--- config.mk ---
export PLATFORM = sky130hd
export DESIGN_NAME = tsc_scan_seq
export DESIGN_NICKNAME = d
export VERILOG_FILES = /design/src/rtl/tsc_scan_pkg.sv /design/src/rtl/tsc_spi_frame.sv /design/src/rtl/tsc_ceil_div.sv /design/src/rtl/tsc_first_set.sv /design/src/rtl/tsc_scan_seq.sv
export SDC_FILE = /design/constraint.sdc
export NUM_CORES = 1
export LEC_CHECK = 0
export ABC_AREA = 1
export BUFFER_PORTS_ARGS = -buffer_cell sky130_fd_sc_hd__buf_2
export CAP_MARGIN = 15
export CORE_MARGIN = 2
export CORE_UTILIZATION = 60
export DETAILED_ROUTE_END_ITERATION = 10
export PLACE_DENSITY = 0.82
export SLEW_MARGIN = 15
export SYNTH_ARGS = -nofsm -noshare
export SYNTH_HDL_FRONTEND = slang
export SYNTH_SLANG_ARGS = --single-unit
--- constraint.sdc ---
create_clock -name clk -period 8.7 [get_ports clk]
set_input_delay 1.305 -clock clk [delete_from_list [all_inputs] [get_ports clk]]
set_output_delay 1.305 -clock clk [all_outputs]
set_load 0.05 [all_outputs]
--- src/rtl/tsc_scan_pkg.sv ---
package tsc_scan_pkg;

  localparam int ADDR_W  = 3;
  localparam int CMD_W   = 8;
  localparam int RSP_W   = 16;
  localparam int FRAME_W = CMD_W + RSP_W;
  localparam int RES_W   = 12;
  localparam int RES_LSB = 3;

  typedef enum logic [1:0] {
    SQ_IDLE,
    SQ_LOAD,
    SQ_XFER,
    SQ_DIV
  } sq_state_e;

  // channels whose conversion needs the internal reference, single ended
  function automatic logic needs_ref(input logic [ADDR_W-1:0] addr);
    needs_ref = (addr == 3'd0) || (addr == 3'd2) || (addr == 3'd6) || (addr == 3'd7);
  endfunction

  function automatic logic [CMD_W-1:0] make_cmd(input logic [ADDR_W-1:0] addr,
                                                input logic             keep_on);
    logic r;
    r = needs_ref(addr);
    make_cmd = {1'b1, addr, 1'b0, r, r, keep_on};
  endfunction

endpackage

--- src/rtl/tsc_spi_frame.sv ---
module tsc_spi_frame
  import tsc_scan_pkg::*;
#(
  parameter int HALF_DIV = 2
) (
  input  logic             clk,
  input  logic             rst_n,
  input  logic             go,
  input  logic [CMD_W-1:0] cmd,
  input  logic             miso,
  output logic             sclk,
  output logic             mosi,
  output logic             active,
  output logic             fdone,
  output logic [RSP_W-1:0] rsp
);

  localparam int DIV_W = (HALF_DIV > 1) ? $clog2(HALF_DIV) : 1;
  localparam logic [DIV_W-1:0] DIV_LAST = DIV_W'(HALF_DIV - 1);
  localparam int BIT_W = $clog2(FRAME_W);
  localparam logic [BIT_W-1:0] BIT_LAST = BIT_W'(FRAME_W - 1);

  logic             active_q, active_d;
  logic             sclk_q, sclk_d;
  logic [DIV_W-1:0] div_q, div_d;
  logic [BIT_W-1:0] bit_q, bit_d;
  logic [CMD_W-1:0] tx_q, tx_d;
  logic [RSP_W-1:0] rx_q, rx_d;
  logic             fdone_q, fdone_d;
  logic             tick;

  assign tick = active_q && (div_q == DIV_LAST);

  always_comb begin
    active_d = active_q;
    sclk_d   = sclk_q;
    div_d    = div_q;
    bit_d    = bit_q;
    tx_d     = tx_q;
    rx_d     = rx_q;
    fdone_d  = 1'b0;
    if (go && !active_q) begin
      active_d = 1'b1;
      sclk_d   = 1'b0;
      div_d    = '0;
      bit_d    = '0;
      tx_d     = cmd;
    end else if (active_q) begin
      div_d = tick ? '0 : div_q + 1'b1;
      if (tick) begin
        if (!sclk_q) begin
          // rising edge: capture reply bit
          sclk_d = 1'b1;
          rx_d   = {rx_q[RSP_W-2:0], miso};
        end else begin
          // falling edge: advance command bit or close the frame
          sclk_d = 1'b0;
          if (bit_q == BIT_LAST) begin
            active_d = 1'b0;
            fdone_d  = 1'b1;
          end else begin
            bit_d = bit_q + 1'b1;
            tx_d  = {tx_q[CMD_W-2:0], 1'b0};
          end
        end
      end
    end
  end

  always_ff @(posedge clk or negedge rst_n) begin
    if (!rst_n) begin
      active_q <= 1'b0;
      sclk_q   <= 1'b0;
      div_q    <= '0;
      bit_q    <= '0;
      tx_q     <= '0;
      rx_q     <= '0;
      fdone_q  <= 1'b0;
    end else begin
      active_q <= active_d;
      sclk_q   <= sclk_d;
      div_q    <= div_d;
      bit_q    <= bit_d;
      tx_q     <= tx_d;
      rx_q     <= rx_d;
      fdone_q  <= fdone_d;
    end
  end

  assign sclk   = sclk_q;
  assign mosi   = active_q & tx_q[CMD_W-1];
  assign active = active_q;
  assign fdone  = fdone_q;
  assign rsp    = rx_q;

endmodule

--- src/rtl/tsc_ceil_div.sv ---
module tsc_ceil_div #(
  parameter int NUM_W = 16,
  parameter int DEN_W = 4
) (
  input  logic             clk,
  input  logic             rst_n,
  input  logic             go,
  input  logic [NUM_W-1:0] num,
  input  logic [DEN_W-1:0] den,
  output logic             done,
  output logic [NUM_W-1:0] quo
);

  localparam int WK   = NUM_W + 1;
  localparam int CNTW = $clog2(WK + 1);

  logic            run_q, run_d;
  logic [CNTW-1:0] cnt_q, cnt_d;
  logic [WK-1:0]   dvd_q, dvd_d;
  logic [DEN_W:0]  rem_q, rem_d;
  logic [DEN_W-1:0] den_q, den_d;
  logic            done_q, done_d;
  logic [DEN_W:0]  rem_sh;
  logic            fits;

  assign rem_sh = {rem_q[DEN_W-1:0], dvd_q[WK-1]};
  assign fits   = rem_sh >= {1'b0, den_q};

  always_comb begin
    run_d  = run_q;
    cnt_d  = cnt_q;
    dvd_d  = dvd_q;
    rem_d  = rem_q;
    den_d  = den_q;
    done_d = 1'b0;
    if (go) begin
      // bias the dividend so the floor quotient becomes the ceiling
      dvd_d = WK'(num) + WK'(den) - 1'b1;
      den_d = den;
      rem_d = '0;
      cnt_d = CNTW'(WK);
      run_d = 1'b1;
    end else if (run_q) begin
      rem_d = fits ? (rem_sh - {1'b0, den_q}) : rem_sh;
      dvd_d = {dvd_q[WK-2:0], fits};
      cnt_d = cnt_q - 1'b1;
      if (cnt_q == CNTW'(1)) begin
        run_d  = 1'b0;
        done_d = 1'b1;
      end
    end
  end

  always_ff @(posedge clk or negedge rst_n) begin
    if (!rst_n) begin
      run_q  <= 1'b0;
      cnt_q  <= '0;
      dvd_q  <= '0;
      rem_q  <= '0;
      den_q  <= '0;
      done_q <= 1'b0;
    end else begin
      run_q  <= run_d;
      cnt_q  <= cnt_d;
      dvd_q  <= dvd_d;
      rem_q  <= rem_d;
      den_q  <= den_d;
      done_q <= done_d;
    end
  end

  assign done = done_q;
  assign quo  = dvd_q[NUM_W-1:0];

endmodule

--- src/rtl/tsc_first_set.sv ---
module tsc_first_set #(
  parameter int N  = 8,
  parameter int IW = 3
) (
  input  logic [N-1:0]  vec,
  output logic          found,
  output logic [IW-1:0] idx
);

  always_comb begin
    idx = '0;
    for (int i = N - 1; i >= 0; i--) begin
      if (vec[i]) idx = IW'(i);
    end
  end

  assign found = |vec;

endmodule

--- src/rtl/tsc_scan_seq.sv ---
module tsc_scan_seq
  import tsc_scan_pkg::*;
#(
  parameter int NCH       = 8,
  parameter int CNT_W     = 4,
  parameter int SCLK_HALF = 2
) (
  input  logic                 clk,
  input  logic                 rst_n,
  input  logic                 start,
  input  logic [NCH-1:0]       ch_en,
  input  logic [NCH*CNT_W-1:0] skip_cnt,
  input  logic [NCH*CNT_W-1:0] ovs_cnt,
  output logic                 spi_sclk,
  output logic                 spi_cs_n,
  output logic                 spi_mosi,
  input  logic                 spi_miso,
  output logic [NCH*RES_W-1:0] result,
  output logic [NCH-1:0]       result_vld,
  output logic                 done
);

  localparam int IDX_W = ADDR_W;
  localparam int FR_W  = CNT_W + 1;
  localparam int SUM_W = RES_W + CNT_W;

  sq_state_e            st_q, st_d;
  logic [NCH-1:0]       mask_q, mask_d;
  logic [NCH*CNT_W-1:0] skip_q, skip_d;
  logic [NCH*CNT_W-1:0] ovs_q, ovs_d;
  logic [IDX_W-1:0]     cur_q, cur_d;
  logic [FR_W-1:0]      fidx_q, fidx_d;
  logic [SUM_W-1:0]     acc_q, acc_d;
  logic                 go_q, go_d;
  logic                 cs_n_q, cs_n_d;
  logic                 div_go_q, div_go_d;
  logic [SUM_W-1:0]     div_num_q, div_num_d;
  logic [NCH*RES_W-1:0] res_q, res_d;
  logic [NCH-1:0]       vld_q, vld_d;
  logic                 done_q, done_d;

  logic [CNT_W-1:0] cur_skip, cur_ovs_raw, cur_ovs;
  logic [FR_W-1:0]  nfr;
  logic             last_fr, keep_smp;
  logic [SUM_W-1:0] acc_sum;
  logic [NCH-1:0]   higher;
  logic             found_all, found_hi;
  logic [IDX_W-1:0] idx_all, idx_hi;

  logic             frm_active, frm_done;
  logic [CMD_W-1:0] frm_cmd;
  logic [RSP_W-1:0] frm_rsp;
  logic             div_done;
  logic [SUM_W-1:0] div_quo;

  assign cur_skip    = skip_q[cur_q*CNT_W +: CNT_W];
  assign cur_ovs_raw = ovs_q[cur_q*CNT_W +: CNT_W];
  assign cur_ovs     = (cur_ovs_raw == '0) ? CNT_W'(1) : cur_ovs_raw;
  assign nfr         = FR_W'(cur_skip) + FR_W'(cur_ovs);
  assign last_fr     = (fidx_q == nfr - 1'b1);
  assign keep_smp    = fidx_q >= FR_W'(cur_skip);
  assign acc_sum     = acc_q + (keep_smp ? SUM_W'(frm_rsp[RES_LSB +: RES_W]) : '0);
  assign frm_cmd     = make_cmd(cur_q, !last_fr);

  always_comb begin
    for (int i = 0; i < NCH; i++) begin
      higher[i] = mask_q[i] && (IDX_W'(i) > cur_q);
    end
  end

  tsc_first_set #(.N(NCH), .IW(IDX_W)) u_first_all (
    .vec   (ch_en),
    .found (found_all),
    .idx   (idx_all)
  );

  tsc_first_set #(.N(NCH), .IW(IDX_W)) u_first_hi (
    .vec   (higher),
    .found (found_hi),
    .idx   (idx_hi)
  );

  tsc_spi_frame #(.HALF_DIV(SCLK_HALF)) u_frame (
    .clk    (clk),
    .rst_n  (rst_n),
    .go     (go_q),
    .cmd    (frm_cmd),
    .miso   (spi_miso),
    .sclk   (spi_sclk),
    .mosi   (spi_mosi),
    .active (frm_active),
    .fdone  (frm_done),
    .rsp    (frm_rsp)
  );

  tsc_ceil_div #(.NUM_W(SUM_W), .DEN_W(CNT_W)) u_div (
    .clk   (clk),
    .rst_n (rst_n),
    .go    (div_go_q),
    .num   (div_num_q),
    .den   (cur_ovs),
    .done  (div_done),
    .quo   (div_quo)
  );

  always_comb begin
    st_d      = st_q;
    mask_d    = mask_q;
    skip_d    = skip_q;
    ovs_d     = ovs_q;
    cur_d     = cur_q;
    fidx_d    = fidx_q;
    acc_d     = acc_q;
    cs_n_d    = cs_n_q;
    div_num_d = div_num_q;
    res_d     = res_q;
    go_d      = 1'b0;
    div_go_d  = 1'b0;
    vld_d     = '0;
    done_d    = 1'b0;
    unique case (st_q)
      SQ_IDLE: begin
        if (start) begin
          mask_d = ch_en;
          skip_d = skip_cnt;
          ovs_d  = ovs_cnt;
          if (found_all) begin
            cur_d  = idx_all;
            cs_n_d = 1'b0;
            st_d   = SQ_LOAD;
          end else begin
            done_d = 1'b1;
          end
        end
      end
      SQ_LOAD: begin
        fidx_d = '0;
        acc_d  = '0;
        go_d   = 1'b1;
        st_d   = SQ_XFER;
      end
      SQ_XFER: begin
        if (frm_done) begin
          acc_d = acc_sum;
          if (last_fr) begin
            div_go_d  = 1'b1;
            div_num_d = acc_sum;
            st_d      = SQ_DIV;
            if (!found_hi) cs_n_d = 1'b1;
          end else begin
            fidx_d = fidx_q + 1'b1;
            go_d   = 1'b1;
          end
        end
      end
      SQ_DIV: begin
        if (div_done) begin
          res_d[cur_q*RES_W +: RES_W] = div_quo[RES_W-1:0];
          vld_d[cur_q] = 1'b1;
          if (found_hi) begin
            cur_d = idx_hi;
            st_d  = SQ_LOAD;
          end else begin
            done_d = 1'b1;
            st_d   = SQ_IDLE;
          end
        end
      end
      default: st_d = SQ_IDLE;
    endcase
  end

  always_ff @(posedge clk or negedge rst_n) begin
    if (!rst_n) begin
      st_q      <= SQ_IDLE;
      mask_q    <= '0;
      skip_q    <= '0;
      ovs_q     <= '0;
      cur_q     <= '0;
      fidx_q    <= '0;
      acc_q     <= '0;
      go_q      <= 1'b0;
      cs_n_q    <= 1'b1;
      div_go_q  <= 1'b0;
      div_num_q <= '0;
      res_q     <= '0;
      vld_q     <= '0;
      done_q    <= 1'b0;
    end else begin
      st_q      <= st_d;
      mask_q    <= mask_d;
      skip_q    <= skip_d;
      ovs_q     <= ovs_d;
      cur_q     <= cur_d;
      fidx_q    <= fidx_d;
      acc_q     <= acc_d;
      go_q      <= go_d;
      cs_n_q    <= cs_n_d;
      div_go_q  <= div_go_d;
      div_num_q <= div_num_d;
      res_q     <= res_d;
      vld_q     <= vld_d;
      done_q    <= done_d;
    end
  end

  assign spi_cs_n   = cs_n_q;
  assign result     = res_q;
  assign result_vld = vld_q;
  assign done       = done_q;

endmodule

## Yosys cells after proc, flatten, opt, wreduce, memory -nomap -nowiden

Index checks and enable logic that the tools add are counted.

- Register bits: 286
- Input bits: 76
- Output and inout port bits: 108
- Logic and storage cells: 212

- Add/subtract/negate cells: 11
- Multipliers: 1
- Order comparisons: 12
- Equality and inequality tests: 18
- Shifts and indexed selects: 4
- Mux-type cells: 97
- Bitwise logic cells: 3
- Reductions and logical operators: 39

Operators by type and width:

| kind | count |
|---|---|
| bitwise mux 96 bit | 1 |
| variable shift 12 x 34 -> 96 bit (first input constant) | 1 |
| variable part select 12 x 34 -> 96 bit | 1 |
| variable part select 32 x 6 -> 4 bit | 2 |
| two-way mux 3 bit | 20 |
| two-way mux 8 bit | 7 |
| two-way mux 5 bit | 9 |
| two-way mux 1 bit | 39 |
| two-way mux 17 bit | 2 |
| negation 7 -> 34 bit | 1 |
| case mux 16 bit (2 select lines) | 1 |
| adder 16 x 4 -> 17 bit | 1 |
| subtractor 17 x 1 -> 17 bit (second input constant) | 1 |
| adder 16 x 12 -> 16 bit | 1 |
| two-way mux 16 bit | 1 |
| two-way mux 4 bit | 4 |
| OR reduction 8 bit | 2 |
| nonzero test 2 bit | 7 |
| > comparator 3 bit (first input constant) | 4 |
| two-way mux 12 bit | 1 |
| inequality test 2 bit (second input constant) | 6 |
| logical AND 1 bit | 11 |
| adder 5 x 1 -> 5 bit (second input constant) | 2 |
| greater-or-equal comparator 5 x 4 -> 1 bit | 2 |
| 35 further kinds | 58 |

## Depth between registers and ports, before layout

- Depth after elaboration: 13
- Gate-level depth with buffers: 28
- Mapped depth without buffers: 23

## Modules after synthesis

Synthesis repeated with hierarchy kept, for this count alone.

- Cell total of the unflattened synthesis: 2,006
- Area total of the unflattened synthesis: 16,204.3 µm²

By module, submodules not included:

| module | times used | cells each | area an instance (µm²) | sequential area each (µm²) |
|---|---|---|---|---|
| tsc_scan_seq | 1 | 1,382 | 11,811.3 | 5,531.6 |
| tsc_ceil_div | 1 | 401 | 2,705.1 | 800.8 |
| tsc_spi_frame | 1 | 179 | 1,490.2 | 825.8 |
| tsc_first_set | 2 | 22 | 98.8 | 0.0 |

## Worst setup path after synthesis

No wires, ideal clock.

- Path kind: flip-flop to flip-flop
- From: reg cur_q[0]
- To: reg acc_q[10]
- Library setup time: 66 ps
- Data arrival time: 4,200 ps
- Required time: 8,634 ps
- Setup slack: 4,435 ps
- Cell stages (with the launch flop): 26
- Buffers on the path: 5
- Clock period less this slack: 4,265 ps
- Path through: dfrtp_1 -> buf_4 -> inv_1 -> buf_2 -> buf_2 -> buf_2 -> o21ai_0 -> o221ai_1 -> o21ai_0 -> ha_1 -> a21boi_0 -> o21ai_0 -> nand2_1 -> a211oi_1 -> clkbuf_1 -> nor2_1 -> ha_1 -> fa_1 -> nand3_1 -> nand3_1 -> nand2_1 -> nand3_1 -> a21oi_1 -> xnor2_1 -> nand2_1 -> nand2_1

- Word-level cells in the longest chain between the ends: 6

Ends and longest elaborated chain:

| item | line | source |
|---|---|---|
| start, declared | tsc_scan_seq.sv:31 | `logic [IDX_W-1:0] cur_q, cur_d;` |
| start signal, assigned | tsc_scan_seq.sv:194 | `cur_q <= cur_d;` |
| variable part select 32 x 6 -> 4 bit | tsc_scan_seq.sv:56 | `assign cur_skip = skip_q[cur_q*CNT_W +: CNT_W];` |
| greater-or-equal comparator 5 x 4 -> 1 bit | tsc_scan_seq.sv:61 | `assign keep_smp = fidx_q >= FR_W'(cur_skip);` |
| two-way mux 12 bit | tsc_scan_seq.sv:62 | `assign acc_sum = acc_q + (keep_smp ? SUM_W'(frm_rsp[RES_LSB +: RES_W]) : '0);` |
| adder 16 x 12 -> 16 bit | tsc_scan_seq.sv:62 |  |
| two-way mux 16 bit | tsc_scan_seq.sv:143 | `if (frm_done) begin` |
| case mux 16 bit (2 select lines) | tsc_scan_seq.sv:121 | `unique case (st_q)` |
| end signal, assigned | tsc_scan_seq.sv:181 | `acc_q <= '0;` |
| end signal, assigned | tsc_scan_seq.sv:196 | `acc_q <= acc_d;` |
| end, declared | tsc_scan_seq.sv:33 | `logic [SUM_W-1:0] acc_q, acc_d;` |

Every way passes these cells. The select of a mux whose other input is x is not followed.
A chain may end at the register's enable or synchronous reset.

## Worst setup path in the final report

- From: reg cur_q[1]
- To: reg div_num_q[8]

- Word-level cells in the longest chain between the ends: 7
- Elaborated cells between the ends (all ways): 11
- Classes of those cells: add/sub: 3; order compare: 1; eq/ne: 1; shift: 2; mux: 2; reduce/logical: 2

Ends and longest elaborated chain:

| item | line | source |
|---|---|---|
| variable part select 32 x 6 -> 4 bit | tsc_scan_seq.sv:57 | `assign cur_ovs_raw = ovs_q[cur_q*CNT_W +: CNT_W];` |
| zero test 4 bit | tsc_scan_seq.sv:58 | `assign cur_ovs = (cur_ovs_raw == '0) ? CNT_W'(1) : cur_ovs_raw;` |
| two-way mux 4 bit | tsc_scan_seq.sv:58 |  |
| adder 4 x 4 -> 5 bit | tsc_scan_seq.sv:59 | `assign nfr = FR_W'(cur_skip) + FR_W'(cur_ovs);` |
| subtractor 5 x 1 -> 5 bit | tsc_scan_seq.sv:60 | `assign last_fr = (fidx_q == nfr - 1'b1);` |
| equality test 5 bit | tsc_scan_seq.sv:60 |  |
| AND reduction 3 bit (no line) | -- |  |
| end signal, assigned | tsc_scan_seq.sv:200 | `div_num_q <= div_num_d;` |
| end, declared | tsc_scan_seq.sv:37 | `logic [SUM_W-1:0] div_num_q, div_num_d;` |

Parallel ways exist; a longest one is shown, timed or not.

==> impl_metrics.csv <==
group,metric,value,unit
floorplanning,die_y,164,µm
timing,tightestPinTransition,1060,ps
detailed_routing,routedWlPerCell,17.2,µm
critical_path,path_buf_inv,5,
cts,cts.sinks,285,
critical_path,rr_endpoint,"div_num_q[8]",
detailed_routing,postRouteAntennaNets,0,
timing,finalClockSkew,15.5,ps
timing,worst_slack,3470,ps
critical_path,path_delay_family,"simple AND/OR/NAND/NOR gates",
cts,clk_pin_slew,70,ps
grt,grt_use_total,0.302,
cts,cts_tree,"yes",
critical_path,critPathLaunchType,"flip-flop",
final_layout,num-nets-final,2140,
grt,grt_first_pass_wirelength,65500,µm
detailed_routing,via_per_inst,5.76,
cts,cts-root-buf,"clkbuf_16",
cts,numCtsBuffers,29,
placed_design,io_buffers,183,
final_layout,area_growth,13.9,%
final_layout,nFillCells,2000,
cts,cts_max_level,1,
synth,ys_seq_elements,285,
timing,finalCritPeriodShare,0.601,
grt,grt_start_max_net_pins,144,
synth,netlist_instances,1834,
critical_path,criticalPathCategory,"flip-flop to flip-flop",
timing,rsz0062_at_grt,"no",
timing,slew_violations,0,
timing,max_freq,0.191,GHz
detailed_routing,drcViolationCount,0,
detailed_routing,num_vias,13500,
placed_design,gp_congestion,0.937,
critical_path,crit_chain,"inv_1 > o21ai_1 > o22ai_1 > o21ai_1 > nand3_1 > nand2_1 > inv_1 > ha_1 > inv_1 > ha_1 > inv_1 > fa_1 > xor2_1 > nand3_1 > nor2_1 > nand2_1 > nor2_4 > inv_1 > nand2_1 > o21ai_0",
floorplanning,start_util,0.609,
critical_path,crit_arrival,5660,ps
grt,antenna_found_initial,0,
worst_hold_path,hold_depth,2,
synth,syn_avg_cell_area,8.34,µm²
critical_path,reg2reg_from,"cur_q[1]",
placed_design,place_ws,3610,ps
critical_path,path_max_fanout,33,
worst_hold_path,hold_path.class,"flip-flop to flip-flop",
run_status,status,"complete, no violations",
placed_design,dp_hpwl,29400,µm
timing,fin_crit,5230,ps
detailed_routing,dr.pass1.iters,6,
power,ir_worst_vdd,0.000257,V
flow_run,cap_violations,0,
critical_path,path_common_cell,"inv_1",
critical_path,required,9130,ps
timing,hold_viol,0,
floorplanning,core_area,25100,µm²
grt,grt_overflow,0,
critical_path,reg2reg_setup_slack,3470,ps
cts,insertion_delay,570,ps
detailed_routing,drt_iter0_markers,1290,
power,leakagePower,0.00866,µW
floorplanning,floorplan.io_pins,184,
synth,synth_area,15300,µm²
synth,ys_seq_area_frac,0.466,
cts,cts_setup_buffers,0,
floorplanning,die_area,26800,µm²
detailed_routing,drt_wl_total,40300,µm
critical_path,end_kind,"flip-flop",
critical_path,cpPeakStageDelay,1040,ps
cts,cts_buffer_depth,3,
timing,setup_viol,0,
cts,cts-resized-gates,0,
floorplanning,rows,58,
critical_path,slowest_stage,"dfrtp_1",
worst_hold_path,hold_end,"result[8]",
synth,synth.distinct_cells,46,
worst_hold_path,worstHoldStart,"result[8]",
final_layout,drive_gt1_frac,0.176,
grt,grt_pass1_vias,13200,
cts,ctsHoldBuffers,0,
timing,fin_tns_setup,0,ps
critical_path,reg2reg_depth,20,
final_layout,antenna_cells,0,
power,p_per_area,328,nW/µm²
timing,relSlewSlack,0.291,
synth,synth_nets,1979,
synth,yosys_warnings,0,
floorplanning,die_x,164,µm
[worst max-delay path by stage]
stage	startpoint	end	slack, ps	cells after the start
floorplan	cur_q[0]	acc_q[10]	4430	25
finish	cur_q[1]	div_num_q[8]	3470	20
global route	cur_q[1]	div_num_q[8]	3090	19
detailed placement	cur_q[1]	div_num_q[5]	3610	20
CTS	cur_q[1]	div_num_q[8]	3510	20
global placement	cur_q[1]	div_num_q[10]	3930	21
[power breakdown]
group / switching [µW] / internal [µW]
combinational: 1810 / 881
sequential: 181 / 1580
clock: 529 / 741
[state kept, by name, summed over array words and instances (netlist names), 2 cells and up]
signal         count
acc_q             16
cur_q              3
div_num_q         16
fidx_q             5
mask_q             7
ovs_q             32
result            96
result_vld         8
skip_q            32
st_q               2
u_div.cnt_q        5
u_div.den_q        4
u_div.dvd_q       17
u_div.rem_q        4
u_frame.bit_q      5
u_frame.rsp       15
u_frame.tx_q       8
[cells by family (layout without fill, tap and decap cells)]
| kind of cell | Yosys count | after routing | share of synthesized area |
|---|---|---|---|
| fa+ha+maj | 69 | 69 | 0.0589 |
| mux | 66 | 66 | 0.0486 |
| xor+xnor | 25 | 25 | 0.0143 |
| compound gates | 389 | 389 | 0.140 |
| simple gates | 766 | 766 | 0.213 |
| buf+inv | 234 | 417 | 0.0595 |
| flops | 285 | 285 | 0.466 |
[cells in the final DEF (no fill, tap or decap), types with 3 or more instances in the layout]
master / instances
mux2_2: 66
clkbuf_1: 6
o22ai_1: 33
xor2_1: 17
clkbuf_16: 29
bufinv_16: 3
inv_1: 163
nand4_1: 12
nor2_1: 156
buf_4: 7
ha_1: 64
buf_2: 182
o21ai_1: 44
fa_1: 5
clkinvlp_4: 3
nor3_1: 19
nor2_4: 10
o21a_1: 3
o211ai_1: 7
a21oi_1: 77
inv_2: 10
clkinv_2: 5
nand2_4: 3
o21ai_2: 3
a211oi_1: 4
nand2_1: 428
dfrtp_1: 283
o221ai_1: 11
nand2_2: 7
nand3_1: 112
nor2_2: 3
or2_2: 6
clkbuf_8: 4
a31oi_1: 14
xnor2_1: 8
o21ai_0: 182
a21o_1: 4
[cell type report]
class	instances	area [µm²]	share of cell area
Clock buffer	39	803	0.0461
Clock inverter	14	175	0.0100
Inverter	173	649	0.0372
Multi-Input combinational cell	1315	7260	0.416
Sequential cell	285	7130	0.409
Tap cell	330	413	0.0237
Timing Repair Buffer	191	998	0.0573
[routing by layer]
| metal | wire (µm) | GRT usage |
|---|---|---|
| met1 | 16900 | 0.390 |
| met2 | 19700 | 0.516 |
| met3 | 2140 | 0.0404 |
| met4 | 1520 | 0.124 |
| met5 | 0 | 0 |
[per-stage QoR]
stage | power, µW | utilization | area [µm²] | instances | hold slack, ps
floorplan | 3750 | - | 15300 | 1834 | 447
global placement | 4310 | 0.655 | 16500 | 2294 | 455
detailed placement | 4410 | 0.655 | 16500 | 2294 | 467
CTS | 5700 | 0.694 | 17400 | 2347 | 482
global route | 6110 | 0.694 | 17400 | 2347 | 509
finish | 5720 | 0.694 | 17400 | 2347 | 476
[worst min-delay path, cell delays in order, from the launching register on]
cell and delay, ps:
dfrtp_1 340, nand2_1 60, nand2_1 50
[cell usage after synthesis (all sizes together)]
cell / count / share of area
xnor2: 8 / 0.0046
o22a: 1 / 0.00057
a21oi: 79 / 0.027
nor2: 169 / 0.047
nor4: 2 / 0.00082
o31ai: 1 / 0.00049
a21boi: 1 / 0.00049
inv: 173 / 0.042
o221ai: 11 / 0.0063
xor2: 17 / 0.0097
ha: 64 / 0.052
a211oi: 4 / 0.0020
nand3: 114 / 0.038
nor3b: 2 / 0.00098
mux2: 66 / 0.049
a22o: 1 / 0.00057
or2: 6 / 0.0025
o21ai: 230 / 0.077
o21a: 3 / 0.0015
nand4: 14 / 0.0065
and3: 2 / 0.00082
dfrtp: 284 / 0.46
o22ai: 33 / 0.013
o211ai: 7 / 0.0034
dfstp: 1 / 0.0017
a31oi: 14 / 0.0057
fa: 5 / 0.0065
nor3: 19 / 0.0062
clkbuf: 30 / 0.0074
nand2: 438 / 0.11
buf: 31 / 0.0097
a21o: 4 / 0.0020
Power figures use the tool's default switching activity.
